[src/rtl/wtx_pkg.sv]
package wtx_pkg;

  typedef enum logic [2:0] {
    ST_IDLE    = 3'd0,
    ST_BACKOFF = 3'd1,
    ST_SEND    = 3'd2,
    ST_FCS     = 3'd3,
    ST_ACK     = 3'd4
  } tx_state_e;

  // One byte of the reflected CRC-32 (polynomial 0x04C11DB7 reversed).
  function automatic logic [31:0] crc32_step(input logic [31:0] crc, input logic [7:0] b);
    logic [31:0] c;
    c = crc ^ {24'd0, b};
    for (int i = 0; i < 8; i++) begin
      c = c[0] ? ((c >> 1) ^ 32'hEDB88320) : (c >> 1);
    end
    return c;
  endfunction

endpackage

[src/rtl/wtx_us_tick.sv]
module wtx_us_tick #(
  parameter int CLK_PER_US = 4
) (
  input  logic clk,
  input  logic rst_n,
  output logic tick
);
  localparam int CW = (CLK_PER_US > 1) ? $clog2(CLK_PER_US) : 1;
  localparam logic [CW-1:0] LAST = CW'(CLK_PER_US - 1);

  logic [CW-1:0] cnt_q;

  always_ff @(posedge clk) begin
    if (!rst_n) begin
      cnt_q <= '0;
    end else if (cnt_q == LAST) begin
      cnt_q <= '0;
    end else begin
      cnt_q <= cnt_q + 1'b1;
    end
  end

  assign tick = (cnt_q == LAST);
endmodule

[src/rtl/wtx_lfsr.sv]
module wtx_lfsr #(
  parameter int          LFSR_W = 16,
  parameter int          OUT_W  = 10,
  parameter logic [15:0] SEED   = 16'hACE1
) (
  input  logic             clk,
  input  logic             rst_n,
  output logic [OUT_W-1:0] rnd
);
  logic [LFSR_W-1:0] q;

  // Galois form, taps 16,14,13,11.
  always_ff @(posedge clk) begin
    if (!rst_n) begin
      q <= LFSR_W'(SEED);
    end else begin
      q <= (q >> 1) ^ (q[0] ? LFSR_W'(16'hB400) : '0);
    end
  end

  assign rnd = q[OUT_W-1:0];
endmodule

[src/rtl/wtx_frame_buf.sv]
module wtx_frame_buf #(
  parameter int DEPTH = 64,
  localparam int PTR_W = $clog2(DEPTH),
  localparam int LEN_W = PTR_W + 1
) (
  input  logic             clk,
  input  logic             rst_n,
  input  logic             wr_valid,
  input  logic [7:0]       wr_data,
  input  logic             wr_last,
  output logic             wr_ready,
  input  logic             release_i,
  input  logic [PTR_W-1:0] rd_addr,
  output logic [7:0]       rd_data,
  output logic [LEN_W-1:0] frame_len,
  output logic             full
);
  localparam logic [PTR_W-1:0] TOP = PTR_W'(DEPTH - 1);

  logic [7:0]       mem [DEPTH];
  logic [PTR_W-1:0] wr_ptr_q;
  logic [LEN_W-1:0] len_q;
  logic             full_q;
  logic             wr_go;

  assign wr_go = wr_valid && !full_q;

  always_ff @(posedge clk) begin
    if (wr_go) begin
      mem[wr_ptr_q] <= wr_data;
    end
  end

  always_ff @(posedge clk) begin
    if (!rst_n) begin
      wr_ptr_q <= '0;
      len_q    <= '0;
      full_q   <= 1'b0;
    end else if (release_i) begin
      full_q   <= 1'b0;
      wr_ptr_q <= '0;
    end else if (wr_go) begin
      if (wr_last || wr_ptr_q == TOP) begin
        full_q   <= 1'b1;
        len_q    <= {1'b0, wr_ptr_q} + 1'b1;
        wr_ptr_q <= '0;
      end else begin
        wr_ptr_q <= wr_ptr_q + 1'b1;
      end
    end
  end

  assign wr_ready  = !full_q;
  assign rd_data   = mem[rd_addr];
  assign frame_len = len_q;
  assign full      = full_q;
endmodule

[src/rtl/wtx_crc32.sv]
module wtx_crc32 (
  input  logic        clk,
  input  logic        rst_n,
  input  logic        init,
  input  logic        en,
  input  logic [7:0]  data,
  output logic [31:0] fcs
);
  import wtx_pkg::*;

  logic [31:0] crc_q;

  always_ff @(posedge clk) begin
    if (!rst_n || init) begin
      crc_q <= '1;
    end else if (en) begin
      crc_q <= crc32_step(crc_q, data);
    end
  end

  assign fcs = ~crc_q;
endmodule

[src/rtl/wlan_tx_engine.sv]
module wlan_tx_engine
  import wtx_pkg::*;
#(
  parameter int          DEPTH      = 64,
  parameter int          CLK_PER_US = 4,
  parameter int          SLOT_US    = 9,
  parameter int          CW_W       = 10,
  parameter int          NAV_W      = 16,
  parameter int          TMR_W      = 32,
  parameter logic [15:0] LFSR_SEED  = 16'hACE1
) (
  input  logic             clk,
  input  logic             rst_n,
  input  logic             in_valid,
  input  logic [7:0]       in_data,
  input  logic             in_last,
  output logic             in_ready,
  input  logic             start,
  input  logic             need_ack,
  input  logic [CW_W-1:0]  cw_mask,
  input  logic [TMR_W-1:0] ack_timeout_us,
  input  logic             chan_busy,
  input  logic             nav_valid,
  input  logic [NAV_W-1:0] nav_us,
  output logic             tx_valid,
  output logic [7:0]       tx_data,
  output logic             tx_last,
  input  logic             tx_ready,
  input  logic             ack_rx,
  output logic             st_done,
  output logic             st_success,
  output logic             st_timeout,
  output logic             engine_busy
);
  localparam int PTR_W  = $clog2(DEPTH);
  localparam int LEN_W  = PTR_W + 1;
  localparam int SLOT_W = $clog2(SLOT_US + 1);
  localparam logic [SLOT_W-1:0] SLOT_LAST = SLOT_W'(SLOT_US - 1);

  tx_state_e        state_q;
  logic             us_tick;
  logic [CW_W-1:0]  rnd;
  logic [CW_W-1:0]  bo_q;
  logic [SLOT_W-1:0] slot_q;
  logic [PTR_W-1:0] rd_q;
  logic [1:0]       fcs_idx_q;
  logic [TMR_W-1:0] ack_tmr_q;
  logic [TMR_W-1:0] ack_to_q;
  logic             need_ack_q;
  logic [NAV_W-1:0] nav_q;
  logic [NAV_W-1:0] nav_dec;
  logic             medium_busy;
  logic             start_acc;
  logic             beat;
  logic             last_payload;
  logic             frame_done;
  logic             ack_expire;
  logic             buf_full;
  logic [7:0]       buf_byte;
  logic [LEN_W-1:0] frame_len;
  logic [31:0]      fcs;
  logic             crc_en;

  wtx_us_tick #(.CLK_PER_US(CLK_PER_US)) u_tick (
    .clk(clk), .rst_n(rst_n), .tick(us_tick)
  );

  wtx_lfsr #(.LFSR_W(16), .OUT_W(CW_W), .SEED(LFSR_SEED)) u_lfsr (
    .clk(clk), .rst_n(rst_n), .rnd(rnd)
  );

  wtx_frame_buf #(.DEPTH(DEPTH)) u_buf (
    .clk(clk), .rst_n(rst_n),
    .wr_valid(in_valid), .wr_data(in_data), .wr_last(in_last), .wr_ready(in_ready),
    .release_i(frame_done), .rd_addr(rd_q), .rd_data(buf_byte),
    .frame_len(frame_len), .full(buf_full)
  );

  assign crc_en = beat && (state_q == ST_SEND);

  wtx_crc32 u_crc (
    .clk(clk), .rst_n(rst_n), .init(start_acc), .en(crc_en),
    .data(buf_byte), .fcs(fcs)
  );

  // Medium state and reservation vector
  assign medium_busy = chan_busy || (nav_q != '0);
  assign nav_dec     = (us_tick && nav_q != '0) ? nav_q - 1'b1 : nav_q;

  always_ff @(posedge clk) begin
    if (!rst_n) begin
      nav_q <= '0;
    end else if (nav_valid && nav_us > nav_dec) begin
      nav_q <= nav_us;
    end else begin
      nav_q <= nav_dec;
    end
  end

  // Handshake and sequencing terms
  assign start_acc    = start && (state_q == ST_IDLE) && buf_full;
  assign beat         = tx_valid && tx_ready;
  assign last_payload = (({1'b0, rd_q} + 1'b1) == frame_len);
  assign frame_done   = beat && (state_q == ST_FCS) && (fcs_idx_q == 2'd3);
  assign ack_expire   = (state_q == ST_ACK) && us_tick && !ack_rx &&
                        (({1'b0, ack_tmr_q} + 1'b1) >= {1'b0, ack_to_q});

  always_ff @(posedge clk) begin
    if (!rst_n) begin
      state_q    <= ST_IDLE;
      bo_q       <= '0;
      slot_q     <= '0;
      rd_q       <= '0;
      fcs_idx_q  <= '0;
      ack_tmr_q  <= '0;
      ack_to_q   <= '0;
      need_ack_q <= 1'b0;
    end else begin
      unique case (state_q)
        ST_IDLE: begin
          if (start_acc) begin
            state_q    <= ST_BACKOFF;
            bo_q       <= rnd & cw_mask;
            slot_q     <= '0;
            rd_q       <= '0;
            fcs_idx_q  <= '0;
            need_ack_q <= need_ack;
            ack_to_q   <= ack_timeout_us;
          end
        end
        ST_BACKOFF: begin
          if (medium_busy) begin
            slot_q <= '0;
          end else if (us_tick) begin
            if (slot_q == SLOT_LAST) begin
              slot_q <= '0;
              if (bo_q == '0) begin
                state_q <= ST_SEND;
              end else begin
                bo_q <= bo_q - 1'b1;
              end
            end else begin
              slot_q <= slot_q + 1'b1;
            end
          end
        end
        ST_SEND: begin
          if (beat) begin
            if (last_payload) begin
              state_q   <= ST_FCS;
              fcs_idx_q <= '0;
            end else begin
              rd_q <= rd_q + 1'b1;
            end
          end
        end
        ST_FCS: begin
          if (beat) begin
            if (fcs_idx_q == 2'd3) begin
              state_q   <= need_ack_q ? ST_ACK : ST_IDLE;
              ack_tmr_q <= '0;
            end else begin
              fcs_idx_q <= fcs_idx_q + 1'b1;
            end
          end
        end
        ST_ACK: begin
          if (ack_rx || ack_expire) begin
            state_q <= ST_IDLE;
          end else if (us_tick) begin
            ack_tmr_q <= ack_tmr_q + 1'b1;
          end
        end
        default: state_q <= ST_IDLE;
      endcase
    end
  end

  // Status bits seen by software
  always_ff @(posedge clk) begin
    if (!rst_n) begin
      st_done    <= 1'b0;
      st_success <= 1'b0;
      st_timeout <= 1'b0;
    end else if (start_acc) begin
      st_done    <= 1'b0;
      st_success <= 1'b0;
      st_timeout <= 1'b0;
    end else if ((frame_done && !need_ack_q) || (state_q == ST_ACK && ack_rx)) begin
      st_done    <= 1'b1;
      st_success <= 1'b1;
    end else if (ack_expire) begin
      st_done    <= 1'b1;
      st_timeout <= 1'b1;
    end
  end

  // PHY byte stream
  always_comb begin
    tx_valid = 1'b0;
    tx_data  = 8'h00;
    tx_last  = 1'b0;
    if (state_q == ST_SEND) begin
      tx_valid = 1'b1;
      tx_data  = buf_byte;
    end else if (state_q == ST_FCS) begin
      tx_valid = 1'b1;
      tx_data  = fcs[8*fcs_idx_q +: 8];
      tx_last  = (fcs_idx_q == 2'd3);
    end
  end

  assign engine_busy = (state_q != ST_IDLE);
endmodule

[config.mk]
export PLATFORM = sky130hd
export DESIGN_NAME = wlan_tx_engine
export DESIGN_NICKNAME = d
export VERILOG_FILES = /design/src/rtl/wtx_pkg.sv /design/src/rtl/wtx_us_tick.sv /design/src/rtl/wtx_lfsr.sv /design/src/rtl/wtx_frame_buf.sv /design/src/rtl/wtx_crc32.sv /design/src/rtl/wlan_tx_engine.sv
export SDC_FILE = /design/constraint.sdc
export NUM_CORES = 1
export LEC_CHECK = 0
export BUFFER_PORTS_ARGS = -buffer_cell sky130_fd_sc_hd__buf_2
export CAP_MARGIN = 20
export CORE_MARGIN = 10
export CORE_UTILIZATION = 43
export CTS_CLUSTER_DIAMETER = 60
export DETAILED_ROUTE_END_ITERATION = 8
export HOLD_SLACK_MARGIN = 0.02
export PLACE_DENSITY = 0.56
export SLEW_MARGIN = 20
export SYNTH_ARGS = -nofsm -noshare
export SYNTH_HDL_FRONTEND = slang
export SYNTH_SLANG_ARGS = --single-unit
[constraint.sdc]
create_clock -name clk -period 5.9 [get_ports clk]
set_input_delay 1.475 -clock clk [delete_from_list [all_inputs] [get_ports clk]]
set_output_delay 1.475 -clock clk [all_outputs]
set_load 0.01 [all_outputs]
==> qor.csv, run 1 <==
stage;metric;value;unit
outcome;status;finished clean;
routing;1st-iter DRT viols;1339;
logic_synthesis;Yosys top cell area share;50.8;%
floorplanning;die extent in x;285;um
worst_setup_path;Cell Chain, Critical Path;and3_1 -> nand3_1 -> nor4_1 -> buf_4 -> and2_1 -> nand3_1 -> nor2_1 -> nand4_1 -> xnor2_1 -> ha_1 -> nand4_1 -> nor2_1 -> nand4_1 -> or4_1 -> o211ai_1 -> or3_1 -> a211oi_1 -> nor2_1 -> buf_4 -> a21oi_2 -> buf_4 -> a21boi_0 -> o21a_1;
logic_synthesis;syn_nets;2244;
pwr;Leak;11.2;nW
global_routing;Total GRT Usage;17.6;%
global_routing;pin count of the biggest net entering global routing;65;
cells_and_area;Total Nets Final;2328;
sta;fin. max-slew vios;0;
global_routing;antenna violations before repair;0;
cells_and_area;Fill cells;6031;
clock_network;Root Driver;clkbuf_16;
sta;Final Setup Violations;0;
sta;Setup WS post-layout;0.540;ns
logic_synthesis;syn avg cell area;14.3;sq um
clock_network;Post-CTS Setup Repair Bufs;0;
routing;final WL;72500;um
floorplanning;standard-cell rows;97;
worst_setup_path;R2R setup slack;0.54;ns
sta;Max-slew headroom;28.5;%
floorplanning;Initial Utilization;43.3;%
global_routing;first-pass GRT wire length;111000;um
worst_setup_path;CP startpoint kind;register;
sta;clock skew;0.0265;ns
worst_setup_path;CP Data Required Time;6.42;ns
routing;routed vias;17944;
logic_synthesis;Mapped Area;30200;sq um
worst_setup_path;WP data arrival;5.88;ns
pwr;Pint;8.96;mW
floorplanning;die area;81300;sq um
job;max-cap violations;0;
hold_path;Hold Path Sink;u_lfsr.q[11];
sta;Min Clock Period, post-route;5.36;ns
sta;Hold Worst Slack;0.406;ns
sta;setup TNS;0;ns
logic_synthesis;yosys warns;0;
routing;number of iterations in the first detailed-routing pass;5;
floorplanning;Die Y-Extent;285;um
placement;Final GP Congestion;0.829;
cells_and_area;fraction of final layout cells with drive strength greater than 1;18.6;%
routing;post-route ant nets;0;
worst_setup_path;Max FO, Critical Path;16;
sta;Max Freq;187;MHz
logic_synthesis;most common cell in the netlist;edfxtp_1;
routing;drt via density;5.61;
placement;# port buffers;90;
routing;routed len/inst;22.7;um
placement;pre-CTS setup slack;0.642;ns
cells_and_area;area occupied by multi-input gates;10500;sq um
pwr;sw frac;25.1;%
floorplanning;IO Pins;91;
hold_path;hold path depth;1;
sta;Worst-Margin Slew;1.07;ns
clock_network;Num CTS Buffers;77;
global_routing;vias in the first global route;18168;
logic_synthesis;top cells by count, synth;edfxtp_1 (512), nand2_1 (186), nor2_1 (182);
pwr;peak supply drop;0.258;mV
worst_setup_path;reg2reg end;ack_tmr_q[10];
cells_and_area;Area Overhead vs Synth;13.1;%
routing;DRC viols;0;
logic_synthesis;Post-synth EDFFs;512;
sta;final period utilization;90.8;%
worst_setup_path;reg2reg start;ack_tmr_q[2];
pwr;sw power;3.01;mW
clock_network;Clock Sinks;691;
worst_setup_path;slowest cell on the critical path;a21oi_2;
floorplanning;Core Footprint;69900;sq um
clock_network;CTS tree;built;
hold_path;hold path start;u_lfsr.q[12];
logic_synthesis;Top FF cell, synth;edfxtp_1;
cells_and_area;antenna diode count;0;
sta;final hold vios;0;
logic_synthesis;FFs w/ async S/R, synth;0;%
pwr;P per Cell Area;350;nW/um^2
worst_setup_path;CP Capture Type;register;
pwr;sequential share of power;45.4;%
clock_network;Worst-Skew Late Latency;0.63;ns
logic_synthesis;flops & latches, synth;691;
logic_synthesis;Syn Inst Count;2111;
sta;RSZ-0062 raised after global routing;false;
logic_synthesis;Cell variety after synth;73;
logic_synthesis;largest cells by area after synthesis;edfxtp_1 (51%), dfxtp_1 (12%), mux4_2 (9.6%);
cells_and_area;FF/Latch Area;19000;sq um
worst_setup_path;reg2reg path depth;23;
pwr;clock share of power;41.7;%
worst_setup_path;Worst Path Class, Setup;register to register;
clock_network;clock slew at reported path FFs;0.06;ns
hold_path;worst hold path class;register to register;
clock_network;H-tree depth;3;
clock_network;Clock Tree Buf Depth;3;
global_routing;total gr overflow;0;
pwr;Comb power frac;12.9;%
logic_synthesis;Seq/Total Area, Yosys;62.7;%
clock_network;Resized cells post-CTS;0;
logic_synthesis;cell taking the most area after synthesis;edfxtp_1;
worst_setup_path;max incr delay on CP;0.55;ns
placement;DP HPWL;47100;um
clock_network;CTS Hold Bufs;0;
==> power groups by stage <==
stage | combinational, mW | sequential (mW) | clock [mW]
2_1_floorplan | 1.17 | 5.50 | 0
3_3_place_gp | 1.53 | 5.53 | 0
3_5_place_dp | 1.55 | 5.54 | 0
4_1_cts | 1.56 | 5.44 | 5.09
5_1_grt | 1.72 | 5.45 | 5.28
6_report | 1.55 | 5.44 | 4.99
==> placed cells by master (no fill, tap or decap), drive strengths merged, types with 15 or more instances in the layout <==
master | netlist | layout
a21oi | 110 | 110
mux2i | 35 | 35
nand4 | 18 | 18
clkinv | 1 | 28
mux4 | 152 | 152
clkbuf | 69 | 94
xor2 | 50 | 50
ha | 57 | 57
or3 | 15 | 15
buf | 40 | 114
a211oi | 19 | 19
a21o | 17 | 17
o211ai | 23 | 23
inv | 57 | 65
dfxtp | 179 | 179
a31oi | 24 | 24
xnor2 | 82 | 82
nor3 | 31 | 31
edfxtp | 512 | 512
nand2 | 186 | 186
o21ai | 53 | 53
nor2 | 182 | 182
nand3 | 48 | 48
==> sequential cells by signal (all words and copies together), names as in the netlist, 2 cells and up, named ones only <==
name and count:
u_buf.frame_len 7, bo_q 10, u_buf.wr_ptr_q 6, u_tick.cnt_q 2, u_lfsr.q 16, fcs_idx_q 2
rd_q 6, u_buf.mem 512, nav_q 16, slot_q 4, ack_tmr_q 32, u_crc.crc_q 32
ack_to_q 32, state_q 3
==> layout make-up <==
class	count	area share, %
multi-input combinational	1253	30.6
clock buffer	94	6.00
tap	940	3.44
timing repair buffer	114	2.07
clock inverter	49	1.74
sequential	691	55.5
inverter	58	0.640
==> per-stage QoR <==
stage | util (%) | std cells | power (mW) | instance area [sq um]
final | 48.9 | 3199 | 12.0 | 34200
after global routing | 48.9 | 3199 | 12.5 | 34200
after CTS | 48.9 | 3198 | 12.1 | 34200
after detailed placement | 45.1 | 3055 | 7.09 | 31500
after global placement | 45.1 | 3055 | 7.06 | 31500
after floorplan | - | 2111 | 6.67 | 30200
==> routing by layer <==
| metal | vias up | wire length (um) | global-route usage (%) |
|---|---|---|---|
| met5 | - | 0 | 0 |
| met4 | 0 | 1800 | 5.16 |
| met3 | 113 | 3500 | 3.10 |
| met2 | 482 | 35900 | 29.6 |
| met1 | 9152 | 31300 | 23.2 |
| li1 | 8197 | - | - |
==> critical path: cells and delay by family, from the launching register on <==
kind	cells	cell delay (ns)
xor+xnor	1	0.17
buf+inv	3	0.74
simple gates	13	2.38
compound gates	5	1.24
fa+ha+maj	1	0.29
flops	1	0.42
==> logic make-up after synthesis <==
| group | count (synthesis) | share of synthesized area [%] |
|---|---|---|
| flops | 691 | 62.7 |
| simple gates | 571 | 8.69 |
| compound gates | 299 | 6.18 |
| mux | 194 | 13.0 |
| buf+inv | 167 | 2.67 |
| xor+xnor | 132 | 4.38 |
| fa+ha+maj | 57 | 2.36 |
==> worst max path at each step <==
stage                                to    startpoint  slack, ns  depth (start not counted)
after CTS                    tx_data[0]      register       0.50                          9
after detailed placement  ack_tmr_q[10]  ack_tmr_q[2]       0.64                         23
after global placement    ack_tmr_q[10]  ack_tmr_q[2]       0.79                         23
final                     ack_tmr_q[10]  ack_tmr_q[2]       0.54                         23
after floorplan           ack_tmr_q[18]  ack_tmr_q[2]       1.06                         22
after global routing      ack_tmr_q[10]  ack_tmr_q[2]       0.08                         23
Power figures use the tool's default switching activity.
==> run 2: changes to the inputs <==
- CORE_UTILIZATION: 43 -> 38
- PLACE_DENSITY: 0.56 -> 0.5
==> run 2 against run 1 <==
  * First-iteration DRC count shrank 14%
  * Cell count grew 3.3%
  * Non-clock buffer count grew 1
  * Via count shrank 1.2%
  * Critical path depth shrank 1
  * Critical path type unchanged
  * Critical endpoint is now ack_tmr_q[2]
  * Largest cell class unchanged
  * Largest power group unchanged
==> qor.csv, run 2 (synthesis results as in run 1) <==
stage;metric;value;unit
sta;Worst-Margin Slew;1.12;ns
global_routing;Global Route met2 Usage;27.7;%
worst_setup_path;Worst Path Class, Setup;register to register;
pwr;P per Cell Area;342;nW/um^2
cells_and_area;area occupied by multi-input gates;10500;sq um
worst_setup_path;Setup crit start;ack_tmr_q[2];
cells_and_area;antenna diode count;0;
cells_and_area;fraction of final layout cells with drive strength greater than 1;18.3;%
global_routing;GRT met3 Usage;2.80;%
worst_setup_path;R2R setup slack;0.56;ns
routing;routed vias;17735;
clock_network;Worst-Skew Late Latency;0.62;ns
routing;1st-iter DRT viols;1157;
sta;setup TNS;0;ns
worst_setup_path;Max FO, Critical Path;19;
global_routing;first-pass GRT wire length;115000;um
job;max-cap violations;0;
floorplanning;Core Footprint;78900;sq um
pwr;total power;11.7;mW
routing;number of iterations in the first detailed-routing pass;5;
global_routing;Total GRT Usage;16.3;%
sta;Max Freq;187;MHz
routing;final WL;75200;um
placement;DP HPWL;48700;um
floorplanning;Initial Utilization;38.3;%
sta;Max-slew headroom;25.0;%
clock_network;clock slew at reported path FFs;0.06;ns
sta;Min Clock Period, post-route;5.34;ns
clock_network;Post-CTS Setup Repair Bufs;0;
routing;post-route ant nets;0;
global_routing;Global Route met1 Usage;21.6;%
clock_network;H-tree depth;3;
outcome;status;finished clean;
worst_setup_path;CP Data Required Time;6.44;ns
clock_network;CTS Hold Bufs;0;
global_routing;pin count of the biggest net entering global routing;76;
floorplanning;die extent in x;302;um
worst_setup_path;WP data arrival;5.88;ns
hold_path;worst hold path class;register to register;
routing;drt via density;5.37;
clock_network;Resized cells post-CTS;0;
cells_and_area;Fill cells;7084;
hold_path;hold path start;u_lfsr.q[12];
floorplanning;Die Y-Extent;302;um
global_routing;antenna violations before repair;2;
cells_and_area;FF/Latch Area;19000;sq um
floorplanning;standard-cell rows;103;
routing;DRC viols;0;
sta;fin. max-slew vios;0;
global_routing;total gr overflow;0;
cells_and_area;Total Nets Final;2330;
pwr;Leak;11.1;nW
sta;clock skew;0.0244;ns
cells_and_area;max reg flops;512;
cells_and_area;Area Overhead vs Synth;12.9;%
global_routing;vias in the first global route;18140;
worst_setup_path;reg2reg start;ack_tmr_q[2];
placement;Final GP Congestion;0.808;
clock_network;Num CTS Buffers;78;
sta;final period utilization;90.5;%
sta;RSZ-0062 raised after global routing;false;
worst_setup_path;CP startpoint kind;register;
clock_network;Root Driver;clkbuf_16;
routing;routed len/inst;22.8;um
clock_network;Clock Sinks;691;
cells_and_area;commonest non-fill, non-tap cells in the layout;edfxtp_1 (512), nand2_1 (186), nor2_1 (176);
global_routing;GRT Max-Usage Layer;met2;
pwr;peak supply drop;0.229;mV
sta;Final Setup Violations;0;
clock_network;CTS tree;built;
worst_setup_path;CP Capture Type;register;
floorplanning;die area;91300;sq um
cells_and_area;register name with the most flops;u_buf.mem;
sta;final hold vios;0;
floorplanning;IO Pins;91;
clock_network;Clock Tree Buf Depth;3;
cells_and_area;most common cell after layout, fill and taps aside;edfxtp_1;
placement;# port buffers;90;
## run 2: cell types whose count changed in the layout (fill, tap and decap cells not counted), sizes merged
cell / delta
bufinv: -7
inv: -4
clkbuf: +10
clkinv: -4
buf: +1
## run 2: path summary, 6_finish.rpt
path,end,cells past startpoint
min reg2reg,u_lfsr.q[11],1
max reg2reg,ack_tmr_q[2],22
min,u_lfsr.q[11],1
max,ack_tmr_q[2],22
## run 2: area by class of cell
cell class              count  area share (%)
flip-flops and latches    691            55.6
well taps                1050            3.85
clock inverters            34           0.920
multi-input cells        1253            30.7
clock buffers             104            6.24
inverters                  58           0.641
repair buffers            115            2.08
## run 2: routing by layer
| layer | up-vias | wire [um] |
|---|---|---|
| met5 | - | 23 |
| met4 | 4 | 1400 |
| met3 | 97 | 3000 |
| met2 | 374 | 37400 |
| met1 | 9068 | 33400 |
| li1 | 8192 | - |
## run 2: report_power, final
part	switching [mW]	total, mW	internal, mW
Clock	1.95	4.67	2.72
Sequential	0.115	5.44	5.33
Combinational	0.916	1.56	0.644
Total	2.98	11.7	8.69
## run 2: per-stage QoR
stage	setup slack, ns	hold slack, ns	util [%]	cell area (sq um)	std cells
3_5_place_dp	0.607	0.420	40.2	31700	3166
4_1_cts	0.463	0.426	43.2	34100	3304
2_1_floorplan	1.06	0.386	-	30200	2111
3_3_place_gp	0.721	0.407	40.1	31600	3165
6_report	0.559	0.430	43.3	34200	3305
5_1_grt	0.0612	0.438	43.3	34200	3305
## run 2: worst max-delay path: stages, from the launching register on
cell	delay [ns]
dfxtp_1	0.41
and3_1	0.23
nand3_1	0.20
nor4_1	0.27
buf_4	0.20
and2_1	0.19
nand3_1	0.18
nor2_1	0.27
nand4_1	0.20
xnor2_1	0.17
ha_1	0.29
nand4_1	0.09
nor2_1	0.19
nand4_1	0.13
or4_1	0.54
o211ai_1	0.16
or3_1	0.15
a211oi_1	0.06
nor2_1	0.13
buf_4	0.26
a21o_1	0.59
o21ai_0	0.20
a21oi_1	0.17
